$ cat src/rtl/mbx_pkg.sv
package mbx_pkg;
  typedef enum logic [1:0] {
    ACC_NONE = 2'd0,
    ACC_SET  = 2'd1,
    ACC_CLR  = 2'd2,
    ACC_CFG  = 2'd3
  } acc_kind_e;

  typedef struct packed {
    acc_kind_e  kind;
    logic [7:0] idx;
  } acc_dec_t;
endpackage

$ cat src/rtl/mbx_decode.sv
module mbx_decode #(
  parameter int unsigned ADDR_W   = 8,
  parameter int unsigned NBOX     = 16,
  parameter int unsigned NCORE    = 4,
  parameter int unsigned SET_BASE = 32'h80,
  parameter int unsigned CLR_BASE = 32'hC0,
  parameter int unsigned CFG_BASE = 32'h50
) (
  input  logic [ADDR_W-1:0] addr,
  output mbx_pkg::acc_dec_t dec
);
  import mbx_pkg::*;

  localparam int unsigned SET_END = SET_BASE + NBOX * 4;
  localparam int unsigned CLR_END = CLR_BASE + NBOX * 4;
  localparam int unsigned CFG_END = CFG_BASE + NCORE * 4;

  logic [31:0] a;
  logic [31:0] off;

  always_comb begin
    a   = 32'(addr);
    off = '0;
    dec = '{kind: ACC_NONE, idx: 8'd0};
    if (a >= SET_BASE && a < SET_END) begin
      off      = a - SET_BASE;
      dec.kind = ACC_SET;
    end else if (a >= CLR_BASE && a < CLR_END) begin
      off      = a - CLR_BASE;
      dec.kind = ACC_CLR;
    end else if (a >= CFG_BASE && a < CFG_END) begin
      off      = a - CFG_BASE;
      dec.kind = ACC_CFG;
    end
    dec.idx = off[9:2];
  end
endmodule

$ cat src/rtl/mbx_box.sv
module mbx_box #(
  parameter int unsigned DW = 32
) (
  input  logic          clk,
  input  logic          rst_n,
  input  logic          set_en,
  input  logic          clr_en,
  input  logic [DW-1:0] wdata,
  output logic [DW-1:0] value
);
  logic [DW-1:0] set_mask;
  logic [DW-1:0] clr_mask;

  assign set_mask = set_en ? wdata : '0;
  assign clr_mask = clr_en ? wdata : '0;

  // Clear is applied first, then set, so a bit hit by both ends up set.
  always_ff @(posedge clk) begin
    if (!rst_n) value <= '0;
    else        value <= (value & ~clr_mask) | set_mask;
  end

  p_set_sticks_r2: assert property (@(posedge clk) disable iff (!rst_n)
    set_en |=> ((value & $past(wdata)) == $past(wdata)));

  p_clear_drops_r3: assert property (@(posedge clk) disable iff (!rst_n)
    (clr_en && !set_en) |=> ((value & $past(wdata)) == '0));

  p_hold_idle_r10: assert property (@(posedge clk) disable iff (!rst_n)
    (!set_en && !clr_en) |=> $stable(value));
endmodule

$ cat src/rtl/mbx_route.sv
module mbx_route #(
  parameter int unsigned NB = 4
) (
  input  logic          clk,
  input  logic          rst_n,
  input  logic          cfg_we,
  input  logic [2*NB-1:0] cfg_wdata,
  input  logic [NB-1:0] req,
  output logic [2*NB-1:0] cfg,
  output logic          irq,
  output logic          fiq
);
  logic [NB-1:0] irq_en;
  logic [NB-1:0] fiq_en;
  logic [NB-1:0] to_irq;
  logic [NB-1:0] to_fiq;

  always_ff @(posedge clk) begin
    if (!rst_n)      cfg <= '0;
    else if (cfg_we) cfg <= cfg_wdata;
  end

  assign irq_en = cfg[NB-1:0];
  assign fiq_en = cfg[2*NB-1:NB];

  genvar b;
  generate
    for (b = 0; b < NB; b++) begin : g_sel
      assign to_fiq[b] = req[b] & fiq_en[b];
      assign to_irq[b] = req[b] & irq_en[b] & ~fiq_en[b];
    end
  endgenerate

  assign irq = |to_irq;
  assign fiq = |to_fiq;

  p_irq_needs_enable_r7: assert property (@(posedge clk) disable iff (!rst_n)
    irq |-> (|(req & irq_en & ~fiq_en)));

  p_both_go_fiq_r8: assert property (@(posedge clk) disable iff (!rst_n)
    (|(req & irq_en & fiq_en)) |-> fiq);
endmodule

$ cat src/rtl/mbx_doorbell.sv
module mbx_doorbell #(
  parameter int unsigned ADDR_W   = 8,
  parameter int unsigned DW       = 32,
  parameter int unsigned NC       = 4,
  parameter int unsigned NB       = 4,
  parameter int unsigned SET_BASE = 32'h80,
  parameter int unsigned CLR_BASE = 32'hC0,
  parameter int unsigned CFG_BASE = 32'h50
) (
  input  logic              clk,
  input  logic              rst_n,
  input  logic [ADDR_W-1:0] addr,
  input  logic [DW-1:0]     wr_data,
  input  logic              wr_en,
  input  logic              rd_en,
  output logic [DW-1:0]     rd_data,
  output logic [NC*NB-1:0]  box_req,
  output logic [NC-1:0]     core_irq,
  output logic [NC-1:0]     core_fiq
);
  import mbx_pkg::*;

  localparam int unsigned NBOX   = NC * NB;
  localparam int unsigned IDX_W  = (NBOX > 1) ? $clog2(NBOX) : 1;
  localparam int unsigned CORE_W = (NC > 1) ? $clog2(NC) : 1;
  localparam int unsigned CFG_W  = 2 * NB;

  acc_dec_t      dec;
  logic [DW-1:0] box_val [NBOX];
  logic [CFG_W-1:0] cfg_val [NC];
  logic [DW-1:0] rd_next;

  mbx_decode #(
    .ADDR_W(ADDR_W), .NBOX(NBOX), .NCORE(NC),
    .SET_BASE(SET_BASE), .CLR_BASE(CLR_BASE), .CFG_BASE(CFG_BASE)
  ) u_dec (
    .addr(addr),
    .dec (dec)
  );

  genvar c, b;
  generate
    for (c = 0; c < NC; c++) begin : g_core
      for (b = 0; b < NB; b++) begin : g_box
        localparam int unsigned I = c * NB + b;
        logic hit_set;
        logic hit_clr;
        assign hit_set = wr_en && dec.kind == ACC_SET && dec.idx == 8'(I);
        assign hit_clr = wr_en && dec.kind == ACC_CLR && dec.idx == 8'(I);

        mbx_box #(.DW(DW)) u_box (
          .clk   (clk),
          .rst_n (rst_n),
          .set_en(hit_set),
          .clr_en(hit_clr),
          .wdata (wr_data),
          .value (box_val[I])
        );
        assign box_req[I] = |box_val[I];
      end

      logic cfg_hit;
      assign cfg_hit = wr_en && dec.kind == ACC_CFG && dec.idx == 8'(c);

      mbx_route #(.NB(NB)) u_route (
        .clk      (clk),
        .rst_n    (rst_n),
        .cfg_we   (cfg_hit),
        .cfg_wdata(wr_data[CFG_W-1:0]),
        .req      (box_req[c*NB +: NB]),
        .cfg      (cfg_val[c]),
        .irq      (core_irq[c]),
        .fiq      (core_fiq[c])
      );
    end
  endgenerate

  always_comb begin
    rd_next = '0;
    case (dec.kind)
      ACC_SET, ACC_CLR: rd_next = box_val[dec.idx[IDX_W-1:0]];
      ACC_CFG:          rd_next = {{(DW-CFG_W){1'b0}}, cfg_val[dec.idx[CORE_W-1:0]]};
      default:          rd_next = '0;
    endcase
  end

  always_ff @(posedge clk) begin
    if (!rst_n)     rd_data <= '0;
    else if (rd_en) rd_data <= rd_next;
  end

  p_rdata_hold_r4: assert property (@(posedge clk) disable iff (!rst_n)
    !rd_en |=> $stable(rd_data));

  p_cfg_upper_zero_r6: assert property (@(posedge clk) disable iff (!rst_n)
    (rd_en && dec.kind == ACC_CFG) |=> (rd_data[DW-1:CFG_W] == '0));
endmodule

$ cat config.mk
export PLATFORM = sky130hd
export DESIGN_NAME = mbx_doorbell
export DESIGN_NICKNAME = d
export VERILOG_FILES = /design/src/rtl/mbx_pkg.sv /design/src/rtl/mbx_decode.sv /design/src/rtl/mbx_box.sv /design/src/rtl/mbx_route.sv /design/src/rtl/mbx_doorbell.sv
export SDC_FILE = /design/constraint.sdc
export NUM_CORES = 2
export LEC_CHECK = 0
export CORE_ASPECT_RATIO = 1.1
export CORE_MARGIN = 4
export CORE_UTILIZATION = 36
export CTS_CLUSTER_SIZE = 30
export DETAILED_ROUTE_END_ITERATION = 8
export PLACE_DENSITY = 0.5
export REMOVE_ABC_BUFFERS = 1
export SLEW_MARGIN = 40
export SYNTH_ARGS = -nofsm -noshare
export SYNTH_HDL_FRONTEND = slang
export SYNTH_SLANG_ARGS = --single-unit
$ cat constraint.sdc
create_clock -name clk -period 3.93 [get_ports clk]
set_input_delay 0.786 -clock clk [delete_from_list [all_inputs] [get_ports clk]]
set_output_delay 0.786 -clock clk [all_outputs]
set_load 0.05 [all_outputs]
Word-level counts from Yosys, hierarchy flattened
Index checks and enable logic that the tools add are counted.
{ "totals": {"wordCells": 275, "in_bits": 44, "register_bits": 576, "output_inout_bits": 56} }
{ "op_classes": {"muxes": 45, "bitwise": 114, "n_reduce_logical": 67, "order_cmp": 7, "n_eq_ne": 18, "addsub": 3} }
{ "ops": {"columns": ["op", "n"], "rows": [
  ["two-way mux 32 bit", 34],
  ["bitwise AND 32 bit", 16],
  ["inverter 32 bit", 16],
  ["OR 32 bit", 16],
  ["OR reduction 32 bit", 16],
  ["binary-select mux 32 bit (select 4 bit)", 1],
  ["== test 8 x 4 -> 1 bit (second input constant)", 8],
  ["case mux 32 bit (2 select lines)", 1],
  ["bitwise AND 1 bit", 48],
  ["logical AND 1 bit", 41],
  ["== test 8 x 3 -> 1 bit (second input constant)", 4],
  ["OR reduction 4 bit", 8],
  ["two-way mux 10 bit", 3],
  ["subtractor 8 x 8 -> 9 bit (second input constant)", 2],
  ["binary-select mux 8 bit (select 2 bit)", 1],
  ["== test 8 x 2 -> 1 bit (second input constant)", 2],
  ["greater-or-equal comparator 8 bit (second input constant)", 2],
  ["two-way mux 8 bit", 2],
  ["inverter 1 bit", 16],
  ["subtractor 8 x 7 -> 9 bit (second input constant)", 1],
  ["== test 8 x 1 -> 1 bit (second input constant)", 1],
  ["greater-or-equal comparator 8 x 7 -> 1 bit (second input constant)", 1],
  ["logical NOT 8 bit", 1],
  ["< comparator 8 x 7 -> 1 bit (second input constant)", 1],
  ["9 further kinds", 12]
]} }

Longest topological paths before layout
{ "depth": {"ltp_word": 12, "depth_mapped": 15, "mapped_depth_nobuf": 15} }

Hierarchy
A second synthesis with hierarchy kept.
{ "hier_totals": {"hier_cells": 3137, "hier_area_um2": 30073.8} }
{ "by_module_without_submodules": {"columns": ["module", "area_per_inst_um2", "seq_area_each_um2", "cells_each", "n_inst"], "rows": [
  ["mbx_box", 1347.5, 640.6, 141, 16],
  ["mbx_doorbell", 6668.9, 640.6, 688, 1],
  ["mbx_route", 354.1, 160.2, 35, 4],
  ["mbx_decode", 427.9, 0.0, 53, 1]
]} }

Worst setup path after synthesis
Ideal clock, no wire load.
{ "synth_timing": {"kind": "input port to flip-flop", "start": "in addr[7]", "end": "reg rd_data[23]", "cell_stages": 14, "t_required_ns": 3.843, "arrival_time_ns": 3.324, "setup_time_ns": 0.087, "path_slack_ns": 0.519, "n_path_buf": 2, "cell_sequence": "inv_1 ha_1 nand2_1 o41a_1 nor2_1 nor2_1 nor2_1 ha_1 or3_1 clkbuf_1 nor2_1 clkbuf_1 nand2_1 o31ai_1"} }
{ "synth_via": {"elab_chain_len": 10, "word_cells_on_any_way": 22, "classes_between": "5 x order compare; 3 x eq/ne; 10 x mux; 1 x bitwise; 3 x reduce/logical"} }
{ "synth_rtl": {"columns": ["element", "line", "source"], "rows": [
  ["start, declared", "mbx_doorbell.sv:12", "input logic [ADDR_W-1:0] addr,"],
  ["greater-or-equal comparator 8 x 7 -> 1 bit / < comparator 8 x 7 -> 1 bit (equally long branches)", "mbx_decode.sv:31", "end else if (a >= CFG_BASE && a < CFG_END) begin"],
  ["logical AND 1 bit", "mbx_decode.sv:31", null],
  ["two-way mux 10 bit", "mbx_decode.sv:31", null],
  ["two-way mux 10 bit", "mbx_decode.sv:28", "end else if (a >= CLR_BASE && a < CLR_END) begin"],
  ["two-way mux 10 bit", "mbx_decode.sv:25", "if (a >= SET_BASE && a < SET_END) begin"],
  ["inverter 4 -> 5 bit (not written as such)", "mbx_doorbell.sv:81", "ACC_SET, ACC_CLR: rd_next = box_val[dec.idx[IDX_W-1:0]];"],
  ["binary-select mux 32 bit (select 4 bit)", "mbx_doorbell.sv:81", null],
  ["two-way mux 32 bit (not written as such) (2 in a row)", "mbx_doorbell.sv:81", null],
  ["case mux 32 bit (2 select lines) *", "mbx_doorbell.sv:80", "case (dec.kind)"],
  ["end signal, assigned", "mbx_doorbell.sv:89", "else if (rd_en) rd_data <= rd_next;"],
  ["end, declared", "mbx_doorbell.sv:16", "output logic [DW-1:0] rd_data,"]
]} }
Mark *: on every way between the ends. The rest lies on a longest branch, timed or not. The select of a mux whose other input is x is not followed.
A chain may end at the register's enable or synchronous reset.

Worst setup path in the final report
{ "layout_timing": {"start": "reg g_core[3].g_box[3].u_box.value[9]", "end": "out core_fiq[3]"} }
{ "layout_via": {"elab_chain_len": 3} }
{ "layout_rtl": {"columns": ["element", "line", "source"], "rows": [
  ["start, declared", "mbx_box.sv:9", "output logic [DW-1:0] value"],
  ["start signal, assigned", "mbx_box.sv:20", "else value <= (value & ~clr_mask) | set_mask;"],
  ["OR reduction 32 bit", "mbx_doorbell.sv:59", "assign box_req[I] = |box_val[I];"],
  ["bitwise AND 1 bit", "mbx_route.sv:29", "assign to_fiq[b] = req[b] & fiq_en[b];"],
  ["OR reduction 4 bit", "mbx_route.sv:35", "assign fiq = |to_fiq;"],
  ["end, declared", "mbx_doorbell.sv:19", "output logic [NC-1:0] core_fiq"]
]} }
Every way passes these cells.

==> results.cfg <==
[worst_setup_path]
worst_setup_path_start_kind = flop
crit_cells = 6
cp_data_required_time_ns = 3.14
timing_worst_setup_path_type = flop to output port
timing.critical_path.to_type = output port
worst_r2r_startpoint = g_core[2].g_box[3].u_box.value[31]
reg2reg_setup_slack_ns = 1.78
cp_slowest_cell = sky130_fd_sc_hd__nor4_1
cp_slowest_stage_delay_ns = 0.69
cp_max_fo = 3
critical_path_arrival_ns = 3.13
crit-reg2reg-capture = rd_data[31]
crit_path_cell_trace = nor4_1, nand4_1, nor2_1, inv_1, a221o_1, dlygate4sd2_1
rr_worst_depth = 6
crit_family = simple AND/OR/NAND/NOR gates
critPathBufInv = 2

[synth]
synth-seq-area-share = 0.403
yosys-top-cells-area = sky130_fd_sc_hd__dfxtp_1 40%, sky130_fd_sc_hd__a21oi_1 11%, sky130_fd_sc_hd__o21ai_0 7.3%
postSynth.topFlopCell = sky130_fd_sc_hd__dfxtp_1
synthDistinctLibCells = 63
yosysTopAreaCellShare = 0.403
number_of_warnings_printed_during_yosys_synthesis = 0
synth_async_sr_flop_share = 0
synth.avg_cell_area_um2 = 8.03
synth_top_cell_by_area = sky130_fd_sc_hd__dfxtp_1
synth.ff_latch_count = 576
synth_enable_flop_cells = 0
post_synthesis_cells = 3564
synth_area_um2 = 28600

[cells_and_area]
layout.cell_area.non_filler_um2 = 34200
layout.cells.non_filler = 4640
finish.utilization = 0.433
final_cell_mix = 610 x sky130_fd_sc_hd__a21oi_1, 576 x sky130_fd_sc_hd__dfxtp_1, 419 x sky130_fd_sc_hd__o21ai_0
fillerInstances = 7858
nets = 3595
antenna_cells_inserted = 0
area_delta_synth_final_pct = 19.3
drive_above_1_share = 0.157
layout.cells.most_common = sky130_fd_sc_hd__a21oi_1

[sta]
tns_ns = 0
unrepaired_setup_endpoints_after_global_routing = false
finalCritPeriodShare = 0.995
timing.final.crit_period_ns = 3.91
achievable-frequency_mhz = 256
setup_viol = 0
slew-limit-headroom = 0.394
fin_worst_skew_ns = 0.0198
worstMarginPinSlew_ns = 0.907
maxSlewViolCount = 0
finalWorstSetupSlack_ns = 0.0179
final-hold-violation-count = 0
hold-worst-slack_ns = 0.490

[die]
boundaryPins = 100
fp.coreArea_um2 = 78900
chipWidth_um = 277
floorplan.initialDensity = 0.363
dieHeight_um = 304
die_area_um2 = 84100
num_rows = 108

[cts]
postCtsSetupRepairBufs = 0
cts_tree = yes
cts_sinks = 576
cts_hold_repair.buffers = 0
cts.htree.levels = 3
tritoncts.num_buffers = 70
clock_latency_ns = 0.62
cts.path.max_buffers = 3
cts.root.buffer_cell = sky130_fd_sc_hd__clkbuf_16
clkTransAtPathRegs_ns = 0.06

[grt]
grt_max_degree = 122
grt_antenna_before_repair = 0
global_route.overflow_total = 0
grt_pass1_vias = 28800
wire_length_of_the_first_global_routing_pass_um = 187000
groute.usage.overall = 0.285

[run]
cap_viol_max_count = 0

[min_path]
hold_path_class = flop to flop
min_from = g_core[1].u_route.cfg[6]
hold_path_end = g_core[1].u_route.cfg[6]
hold_path_depth = 2

[power]
p_leak_nw = 11.3
seq_power_share = 0.406
peakVddDrop_v = 0.000392
p_int_mw = 10.5
p_clk_frac = 0.461
power_density_nw_per_um2 = 427
p_sw_frac = 0.282
total_power_mw = 14.6
logic_gate_share_of_total_power = 0.133
total_switching_power_mw = 4.11

[placed_design]
placedInstanceArea_um2 = 31700
number_of_input_and_output_port_buffers_inserted = 99
dp.cells = 4517
place_ws_ns = -0.249
gpl.final_weighted_congestion = 0.938
dp_hpwl_um = 85500

[route]
firstDrtPassIters = 6
via_count = 30200
post_drt_via_cell_ratio = 6.50
detail-route-antenna-nets = 0
wl_um = 126000
initialDrtViolationCount = 3524
drc_errors = 0
avgRoutedWirePerCell_um = 27.2

[run_status]
status = finished, final reports clean
worst min-delay path, stage by stage (launching register included):
cell	delay (ns)
sky130_fd_sc_hd__dfxtp_1	0.33
sky130_fd_sc_hd__nand3_1	0.06
sky130_fd_sc_hd__o21ai_0	0.07
how the worst max path moves through the flow:
stage                     slack [ns]                           endpoint                                from
after CTS                       0.03                        core_fiq[2]  g_core[2].g_box[3].u_box.value[22]
after global placement         -0.22                        rd_data[31]                             addr[6]
after detailed placement       -0.25                        rd_data[31]                             addr[6]
after floorplan                -6.09  g_core[1].g_box[1].u_box.value[0]                             addr[7]
final                           0.02                        core_fiq[3]   g_core[3].g_box[3].u_box.value[9]
after global routing           0.008                        core_fiq[3]  g_core[3].g_box[1].u_box.value[18]
cells in the mapped netlist (29+ instances only):
cell type	instances
sky130_fd_sc_hd__o21ai_0	420
sky130_fd_sc_hd__nor4_1	130
sky130_fd_sc_hd__o32ai_1	34
sky130_fd_sc_hd__a221oi_1	29
sky130_fd_sc_hd__buf_2	53
sky130_fd_sc_hd__a311oi_1	204
sky130_fd_sc_hd__and3_1	65
sky130_fd_sc_hd__clkbuf_1	358
sky130_fd_sc_hd__nor2_1	68
sky130_fd_sc_hd__dfxtp_1	576
sky130_fd_sc_hd__nand3_1	277
sky130_fd_sc_hd__nand4_1	42
sky130_fd_sc_hd__nand2_1	253
sky130_fd_sc_hd__a21oi_1	610
sky130_fd_sc_hd__mux2_2	103
sky130_fd_sc_hd__o22ai_1	37
sky130_fd_sc_hd__mux2i_1	31
metal layers:
layer  GRT usage  vias up  share of wire
met2       0.453     1615           0.46
met3      0.0534      289          0.085
met4       0.146        0          0.054
met1       0.370    14700           0.40
li1            -    13500              -
met5           0        -              0
power by group through the flow:
stage	Combinational, mW	Sequential [mW]	Clock [mW]
floorplan	0.760	6.06	0
global placement	1.89	6.04	0
detailed placement	1.90	6.04	0
CTS	1.91	5.92	6.79
global route	2.03	5.92	7.04
finish	1.95	5.92	6.72
cell families after synthesis:
logic type | Yosys count | share of synthesized area
compound gates | 1495 | 0.322
simple gates | 887 | 0.154
flops | 576 | 0.403
buf+inv | 464 | 0.0658
mux | 134 | 0.0513
fa+ha+maj | 7 | 0.00306
xor+xnor | 1 | 0.000306
registers in the layout, summed over array words and instances, names as in the netlist:
signal / count
rd_data: 32
g_core.g_box.u_box.value: 512
g_core.u_route.cfg: 32
repair_timing:
action	CTS	global route
endpoints found under the setup margin	8	6
pin swaps	1	6
resized for setup	11	10
final cells by class:
cell class	instances	area [µm²]	share of cell area
Sequential cell	576	11500	0.338
Tap cell	1045	1310	0.0383
Timing Repair Buffer	351	3430	0.100
Multi-Input combinational cell	2524	15400	0.452
Clock buffer	105	2140	0.0626
Inverter	21	86.3	0.00253
Clock inverter	18	211	0.00619
Power figures use the tool's default switching activity.
